$ cat src/rtl/temp_alarm_pkg.sv
package temp_alarm_pkg;
  typedef enum logic [1:0] {
    TM_REPEAT = 2'b00,
    TM_ONCE   = 2'b01,
    TM_LEVEL  = 2'b10,
    TM_ALT    = 2'b11
  } tmode_e;
endpackage

$ cat src/rtl/temp_cmp.sv
module temp_cmp #(
  parameter int W = 8
) (
  input  logic [W-1:0] temp,
  input  logic [W-1:0] hi,
  input  logic [W-1:0] hyst,
  output logic         over,
  output logic         under
);
  // strictly greater, signed
  function automatic logic is_above(input logic [W-1:0] a, input logic [W-1:0] b);
    return $signed(a) > $signed(b);
  endfunction

  // strictly less, signed
  function automatic logic is_below(input logic [W-1:0] a, input logic [W-1:0] b);
    return $signed(a) < $signed(b);
  endfunction

  assign over  = is_above(temp, hi);
  assign under = is_below(temp, hyst);
endmodule

$ cat src/rtl/temp_alarm_fsm.sv
module temp_alarm_fsm
  import temp_alarm_pkg::*;
(
  input  logic       clk,
  input  logic       rst_n,
  input  logic       take,
  input  logic       over,
  input  logic       under,
  input  logic [1:0] mode_sel,
  input  logic       rd_clr,
  output logic       status_q
);
  tmode_e md;
  logic   armed_q, hot_q;
  logic   set_evt, drop_evt;
  logic   status_d, armed_d, hot_d;

  assign md = tmode_e'(mode_sel);

  always_comb begin
    set_evt  = 1'b0;
    drop_evt = 1'b0;
    case (md)
      TM_ONCE:  set_evt = take & over & armed_q;
      TM_LEVEL: begin
        set_evt  = take & over;
        drop_evt = take & ~over;
      end
      default:  set_evt = take & (over | (hot_q & ~under));
    endcase
  end

  always_comb begin
    if (set_evt)                status_d = 1'b1;
    else if (rd_clr | drop_evt) status_d = 1'b0;
    else                        status_d = status_q;

    if (set_evt && md == TM_ONCE) armed_d = 1'b0;
    else if (take && under)       armed_d = 1'b1;
    else                          armed_d = armed_q;

    if (take && over)       hot_d = 1'b1;
    else if (take && under) hot_d = 1'b0;
    else                    hot_d = hot_q;
  end

  always_ff @(posedge clk or negedge rst_n) begin
    if (!rst_n) begin
      status_q <= 1'b0;
      armed_q  <= 1'b1;
      hot_q    <= 1'b0;
    end else begin
      status_q <= status_d;
      armed_q  <= armed_d;
      hot_q    <= hot_d;
    end
  end

  AST_SET_WINS: assert property (@(posedge clk) disable iff (!rst_n)
    set_evt |=> status_q);
  AST_READ_CLEARS: assert property (@(posedge clk) disable iff (!rst_n)
    (rd_clr && !set_evt) |=> !status_q);
  AST_ONCE_NO_REFIRE: assert property (@(posedge clk) disable iff (!rst_n)
    (md == TM_ONCE && !armed_q && !(take && under)) |=> !$rose(status_q));
  AST_LEVEL_FOLLOWS: assert property (@(posedge clk) disable iff (!rst_n)
    (md == TM_LEVEL && take && !over) |=> !status_q);
  AST_REPEAT_OVER: assert property (@(posedge clk) disable iff (!rst_n)
    ((md == TM_REPEAT || md == TM_ALT) && take && over) |=> status_q);
endmodule

$ cat src/rtl/temp_irq_gate.sv
module temp_irq_gate (
  input  logic clk,
  input  logic rst_n,
  input  logic status,
  input  logic mask,
  input  logic freeze,
  input  logic en,
  output logic req,
  output logic pin_n
);
  assign req   = status & ~mask & ~freeze;
  assign pin_n = ~(req & en);

  AST_FREEZE_QUIET: assert property (@(posedge clk) disable iff (!rst_n)
    freeze |-> (pin_n && !req));
  AST_PIN_MASKED: assert property (@(posedge clk) disable iff (!rst_n)
    (mask || !en) |-> pin_n);
endmodule

$ cat src/rtl/temp_alarm_unit.sv
module temp_alarm_unit #(
  parameter int TW = 8
) (
  input  logic          clk,
  input  logic          rst_n,
  input  logic          sample_vld,
  input  logic [TW-1:0] sample_temp,
  input  logic [TW-1:0] lim_high,
  input  logic [TW-1:0] lim_hyst,
  input  logic [1:0]    mode_sel,
  input  logic          stat_rd,
  input  logic          irq_clr,
  input  logic          src_mask,
  input  logic          irq_en,
  output logic          status_bit,
  output logic          irq_req,
  output logic          irq_n
);
  logic take, over, under;

  assign take = sample_vld & ~irq_clr;

  temp_cmp #(.W(TW)) u_cmp (
    .temp (sample_temp),
    .hi   (lim_high),
    .hyst (lim_hyst),
    .over (over),
    .under(under)
  );

  temp_alarm_fsm u_fsm (
    .clk     (clk),
    .rst_n   (rst_n),
    .take    (take),
    .over    (over),
    .under   (under),
    .mode_sel(mode_sel),
    .rd_clr  (stat_rd),
    .status_q(status_bit)
  );

  temp_irq_gate u_gate (
    .clk   (clk),
    .rst_n (rst_n),
    .status(status_bit),
    .mask  (src_mask),
    .freeze(irq_clr),
    .en    (irq_en),
    .req   (irq_req),
    .pin_n (irq_n)
  );

  AST_FREEZE_HOLDS: assert property (@(posedge clk) disable iff (!rst_n)
    (irq_clr && !stat_rd) |=> $stable(status_bit));
endmodule

$ cat config.mk
export PLATFORM = sky130hd
export DESIGN_NAME = temp_alarm_unit
export DESIGN_NICKNAME = d
export VERILOG_FILES = /design/src/rtl/temp_alarm_pkg.sv /design/src/rtl/temp_cmp.sv /design/src/rtl/temp_alarm_fsm.sv /design/src/rtl/temp_irq_gate.sv /design/src/rtl/temp_alarm_unit.sv
export SDC_FILE = /design/constraint.sdc
export NUM_CORES = 1
export LEC_CHECK = 0
export BUFFER_PORTS_ARGS = -buffer_cell sky130_fd_sc_hd__buf_2
export CORE_UTILIZATION = 46
export DETAILED_ROUTE_END_ITERATION = 7
export PLACE_DENSITY_LB_ADDON = 0.25
export SYNTH_ARGS = -nofsm -noshare
export SYNTH_HDL_FRONTEND = slang
export SYNTH_SLANG_ARGS = --single-unit
$ cat constraint.sdc
create_clock -name clk -period 1.84 [get_ports clk]
set_input_delay 0.276 -clock clk [delete_from_list [all_inputs] [get_ports clk]]
set_output_delay 0.276 -clock clk [all_outputs]
set_load 0.05 [all_outputs]
==> results of run 1 <==
## logic make-up (layout without fill, tap and decap cells)
kind of cell | count (synthesis) | after routing | synth area share, %
compound gates | 21 | 21 | 26.8
buf+inv | 19 | 60 | 11.3
simple gates | 18 | 18 | 16.1
fa+ha+maj | 17 | 17 | 33.7
flops | 3 | 3 | 12.1
## layout make-up
type	instances	share of cell area (%)
Multi-Input combinational cell	56	56.4
Tap cell	14	1.99
Timing Repair Buffer	37	21.9
Sequential cell	3	8.66
Inverter	19	8.10
Clock buffer	4	2.98
## path summary, 6_finish.rpt
| kind | start | end | slack, ps | cells after the start |
|---|---|---|---|---|
| hold reg to reg | u_fsm.hot_q | u_fsm.hot_q | 500 | 1 |
| hold / removal | rst_n | u_fsm.hot_q | 400 | 2 |
| setup reg to reg | u_fsm.armed_q | u_fsm.status_q | 730 | 4 |
| max in group asynchronous | rst_n | u_fsm.armed_q | 1250 | 2 |
| setup / recovery | sample_temp[5] | u_fsm.hot_q | 150 | 7 |
| min in group clk | mode_sel[0] | u_fsm.armed_q | 420 | 3 |
## critical path, stage by stage
cell and delay, ps:
buf_2 110, ha_1 300, a21o_1 210, a2111oi_4 360
a211oi_2 70, or2_1 270, a22o_1 230
## synthesized netlist by cell type, drive strengths merged (2+ instances only)
cell / n
o21ai: 4
nand2b: 4
ha: 17
a211oi: 2
dfrtp: 2
nor2: 2
a21oi: 7
inv: 19
nand4: 3
nor3b: 2
nor2b: 2
nand2: 3
## per-layer routing
layer	up-vias	share of wire [%]	global-route usage, %
met2	20	53	47.1
met1	310	42	23.5
li1	356	-	-
met5	-	0	0
met4	0	0.53	5.17
met3	2	4.4	3.47
## power by group through the flow
stage	Clock, mW	Combinational, mW	Sequential (mW)
floorplan	0	0.120	0.107
detailed placement	0	0.203	0.0977
global placement	0	0.195	0.0971
finish	0.118	0.204	0.0976
CTS	0.119	0.206	0.0968
global route	0.126	0.229	0.0985
## layout by cell type (no fill, tap or decap), drive strengths merged, types with 3 or more instances in the layout
cell / instances
a21oi: 7
buf: 36
clkbuf: 4
ha: 17
inv: 19
nand2: 3
nand2b: 4
nand4: 3
o21ai: 4
## through the flow
step	utilization [%]	hold WS, ps
global placement	71.2	71.5
detailed placement	71.2	71.8
global route	74.3	396
floorplan	-	-19.6
finish	74.3	399
CTS	74.3	363
## flip-flops by register name (all words and copies together), names as in the netlist
signal          flops
u_fsm.armed_q       1
u_fsm.hot_q         1
u_fsm.status_q      1
==> summary.txt, run 1 <==
Clock tree
  • CTS clock-pin slew for the worst setup and hold paths: 40 ps
  • Total CTS buffers: 3
  • Clock latency on the worst-skew pair: 240 ps
  • Root buffer cell: clkbuf_4
  • CTS tree: built
  • Number of setup buffers added after CTS: 0
  • Post-CTS Resized: 0
  • H-tree levels: 1
  • CTS hold repair buffers: 1
  • Clock sinks: 3
  • Max Root-Sink Buffers: 2

Routing
  • Total Wirelength: 1500 um
  • Vias post-DR: 688
  • Routed Antenna Nets: 0
  • Routed wire length per instance: 11.3 um
  • DRC violations left: 0
  • DR vias/cell: 5.17
  • Number of DRC markers in iteration 0: 4
  • Initial DRT Pass Iterations: 4

Layout
  • Multi-input logic area: 497 um^2
  • Seq. cell area: 76.3 um^2
  • Share of cells above drive strength 1: 37.8%
  • Ant diodes: 0
  • # fillers: 100
  • Design Area, Final: 881 um^2
  • Final Non-Filler Cells: 133
  • Area Growth Syn to Fin: 39.7%
  • Nets: 170

Yosys
  • Share of the synthesized area in the top cell type: 33.7%
  • Synthesized area: 631 um^2
  • Seq/Total Area, Yosys: 12.1%
  • Syn_nets: 128
  • Post-synth top area cell: ha_1
  • Yosys reg bits: 3
  • EDFF count, synth: 0
  • Synth Warn #: 0
  • Mapped Cells: 78
  • Most area-consuming cells after synthesis: ha_1 34%, inv_1 11%, dfrtp_1 7.9%
  • Top FF cell, synth: dfrtp_1
  • Syn Area/Cell: 8.08 um^2
  • Async SR Flop Fraction: 100%
  • Yosys cell types: 24

STA
  • Fin crit period: 1690 ps
  • Max frequency: 590 MHz
  • Final hold vios: 0
  • RSZ-0062 raised after global routing: no
  • Setup Skew: 2.90 ps
  • Final setup viols: 0
  • Final TNS setup: 0 ps
  • Final slew viol count: 0
  • Crit share post-route: 92.1%
  • Worst Tran Pin Value: 350 ps
  • Relative slew slack: 76.6%
  • Worst Setup Slack, final: 146 ps

Critical path
  • WP data arrival: 1820 ps
  • Crit Path Category: in2reg
  • Peak fanout along the critical path: 2
  • Critical path startpoint category: input port
  • WP data required: 1960 ps
  • Crit end category: register

Placement
  • DP Cell Count: 128
  • PortBufs: 35
  • Post-Place Cell Area: 845 um^2
  • Post-Place Setup Slack: -116 ps
  • Routability cong.: 0.769
  • Final HPWL DP: 1300 um

Min path
  • Worst Hold Class: in2async

Floorplan
  • Row count: 12
  • Core ar.: 1190 um^2
  • Die W: 39.0 um
  • Die height: 39.0 um
  • Die area: 1520 um^2
  • I/O pins: 36
  • Initial Utilization: 53.2%

Power and ir drop
  • Total net switching power: 0.155 mW
  • Logic pwr share: 48.7%
  • PD cells: 476 nW/um^2
  • Total Power: 0.420 mW
  • Int Power: 0.265 mW
  • Part of the power in registers: 23.3%
  • Sw frac: 36.9%
  • Clock power frac: 28.0%
  • Max VDD drop: 393 uV
  • Leak: 0.507 nW

Outcome
  • Status: finished clean

Global route
  • Antenna violations before repair: 0
  • First-pass GRT wire length: 2410 um
  • Number of global-route vias before repair: 659
  • Total Routing Usage GR: 23.0%
  • Pin count of the biggest net entering global routing: 6
  • Total grt overflow: 0

Job
  • Max cap viols: 0
Power figures use the tool's default switching activity.
==> inputs of run 2 (changes only) <==
Settings changed: BUFFER_PORTS_ARGS -buffer_cell sky130_fd_sc_hd__buf_2 to -buffer_cell sky130_fd_sc_hd__clkbuf_2.
==> run 2 against run 1 <==
  * Via count down 4.8%
  * First-iteration DRC count rose to 2.5 times the previous value
  * Sequential power up 0.4%
  * Core utilization unchanged
  * Sequential share of layout area unchanged
  * Global-route usage down 0.12 points
  * Final cell count unchanged
  * Hold slack worse by 34 ps
  * Combinational power about the same
==> summary.txt, run 2 (synthesis results as in run 1) <==
Power and ir drop
  • Int Power: 0.265 mW
  • Clock power frac: 29.8%
  • Part of the power in registers: 22.9%
  • Total net switching power: 0.163 mW
  • PD cells: 486 nW/um^2
  • Max VDD drop: 342 uV
  • Logic pwr share: 47.2%
  • Sw frac: 38.1%
  • Leak: 0.514 nW

Floorplan
  • Die height: 39.0 um
  • Initial Utilization: 53.2%
  • Die area: 1520 um^2
  • Die W: 39.0 um
  • I/O pins: 36
  • Core ar.: 1190 um^2
  • Row count: 12

STA
  • Final slew viol count: 0
  • Final setup viols: 0
  • RSZ-0062 raised after global routing: no
  • Crit share post-route: 90.7%
  • Worst Setup Slack, final: 170 ps
  • Setup Skew: 4.43 ps
  • Max frequency: 599 MHz
  • Fin crit period: 1670 ps
  • Relative slew slack: 78.3%
  • Worst Tran Pin Value: 325 ps
  • Fin Hold WS: 365 ps
  • Final hold vios: 0

Critical path
  • Max incr delay on CP: 350 ps
  • WP data required: 1980 ps
  • CP bufs+invs: 1
  • WP data arrival: 1810 ps
  • Crit-path slowest cell: a2111oi_4
  • Peak fanout along the critical path: 2
  • Critical path startpoint category: input port
  • Cell family with most CP delay: compound AO/OA/AOI/OAI gates
  • Crit Path Category: in2reg
  • Crit end category: register
  • Crit-path cells: clkbuf_2 -> ha_1 -> a21o_1 -> a2111oi_4 -> a211oi_2 -> or2_1 -> a22o_1

Clock tree
  • Root buffer cell: clkbuf_4
  • CTS clock-pin slew for the worst setup and hold paths: 40 ps
  • Max Root-Sink Buffers: 2
  • H-tree levels: 1
  • Clock latency on the worst-skew pair: 250 ps
  • Clock sinks: 3
  • CTS tree: built
  • Post-CTS Resized: 0
  • Total CTS buffers: 3

Global route
  • Total grt overflow: 0
  • Pin count of the biggest net entering global routing: 6
  • Total Routing Usage GR: 22.9%
  • Number of global-route vias before repair: 606
  • Antenna violations before repair: 0
  • First-pass GRT wire length: 2300 um

Layout
  • Leading cell type in the layout, fill and taps excluded: clkbuf_2
  • Most frequent cells in the layout: 35 x clkbuf_2, 19 x inv_1, 17 x ha_1
  • Ant diodes: 0
  • Area Growth Syn to Fin: 39.7%
  • Share of cells above drive strength 1: 37.8%
  • Biggest regs: u_fsm.armed_q (1), u_fsm.hot_q (1), u_fsm.status_q (1)
  • Nets: 170

Routing
  • Vias post-DR: 655
  • Total Wirelength: 1430 um
  • DR vias/cell: 4.92
  • Number of DRC markers in iteration 0: 10
  • Routed Antenna Nets: 0
  • Initial DRT Pass Iterations: 4
  • DRC violations left: 0
  • Routed wire length per instance: 10.7 um

Placement
  • Routability cong.: 0.790
  • PortBufs: 35
  • Final HPWL DP: 1190 um
  • Post-Place Setup Slack: -89.6 ps

Min path
  • Worst Hold Class: in2async

Outcome
  • Status: finished clean

Job
  • Max cap viols: 0
[run 2: cell count changes in the layout (fill, tap and decap cells not counted), sizes merged]
cell    previous run  this run
buf               36         1
clkbuf             4        39
[run 2: timing repair]
action,in CTS,in global routing
hold endpoints to repair,3,0
setup buffers,0,0
hold buffers,1,0
[run 2: worst paths after layout]
check / start / to / slack [ps] / cells past startpoint
setup / recovery: sample_temp[5] / u_fsm.hot_q / 170 / 7
hold / removal: rst_n / u_fsm.status_q / 370 / 2
setup reg to reg: u_fsm.armed_q / u_fsm.status_q / 750 / 4
hold reg to reg: u_fsm.hot_q / u_fsm.hot_q / 500 / 1
max in group asynchronous: rst_n / u_fsm.armed_q / 1270 / 2
min in group clk: mode_sel[0] / u_fsm.armed_q / 410 / 3
[run 2: worst reg2reg max path: stages, from the launching register on]
cell and delay (ps):
dfstp_2 370, a211oi_1 250, o21ai_0 140, o31ai_1 90, o21ai_0 120
[run 2: layer usage]
metal / wire length (um) / up-vias / share of wire, % / track usage, %
li1: - / 359 / - / -
met5: 0 / - / 0 / 0
met1: 624 / 265 / 44 / 24.2
met3: 95 / 4 / 6.7 / 7.51
met2: 671 / 27 / 47 / 40.4
met4: 36 / 0 / 2.5 / 10.3
[run 2: cell type report]
cell class                 instances  area, um^2
multi-input combinational         56         497
sequential                         3        76.3
tap                               14        17.5
inverter                          19        71.3
clock buffer                       4        26.3
fill                              93         305
timing repair buffer              37         193
[run 2: through the flow]
step	instance area (um^2)	util (%)	TNS, ps	power (mW)	cells
2_1_floorplan	644	-	0	0.228	78
3_3_place_gp	845	71.2	-61.7	0.292	128
3_5_place_dp	845	71.2	-155	0.297	128
4_1_cts	881	74.3	0	0.432	133
5_1_grt	881	74.3	0	0.464	133
6_report	881	74.3	0	0.428	133
[run 2: power by group through the flow]
| stage | logic [mW] | clock network [mW] | registers [mW] |
|---|---|---|---|
| 2_1_floorplan | 0.120 | 0 | 0.107 |
| 3_3_place_gp | 0.195 | 0 | 0.0973 |
| 3_5_place_dp | 0.199 | 0 | 0.0981 |
| 4_1_cts | 0.203 | 0.131 | 0.0974 |
| 5_1_grt | 0.229 | 0.135 | 0.0997 |
| 6_report | 0.202 | 0.128 | 0.0980 |
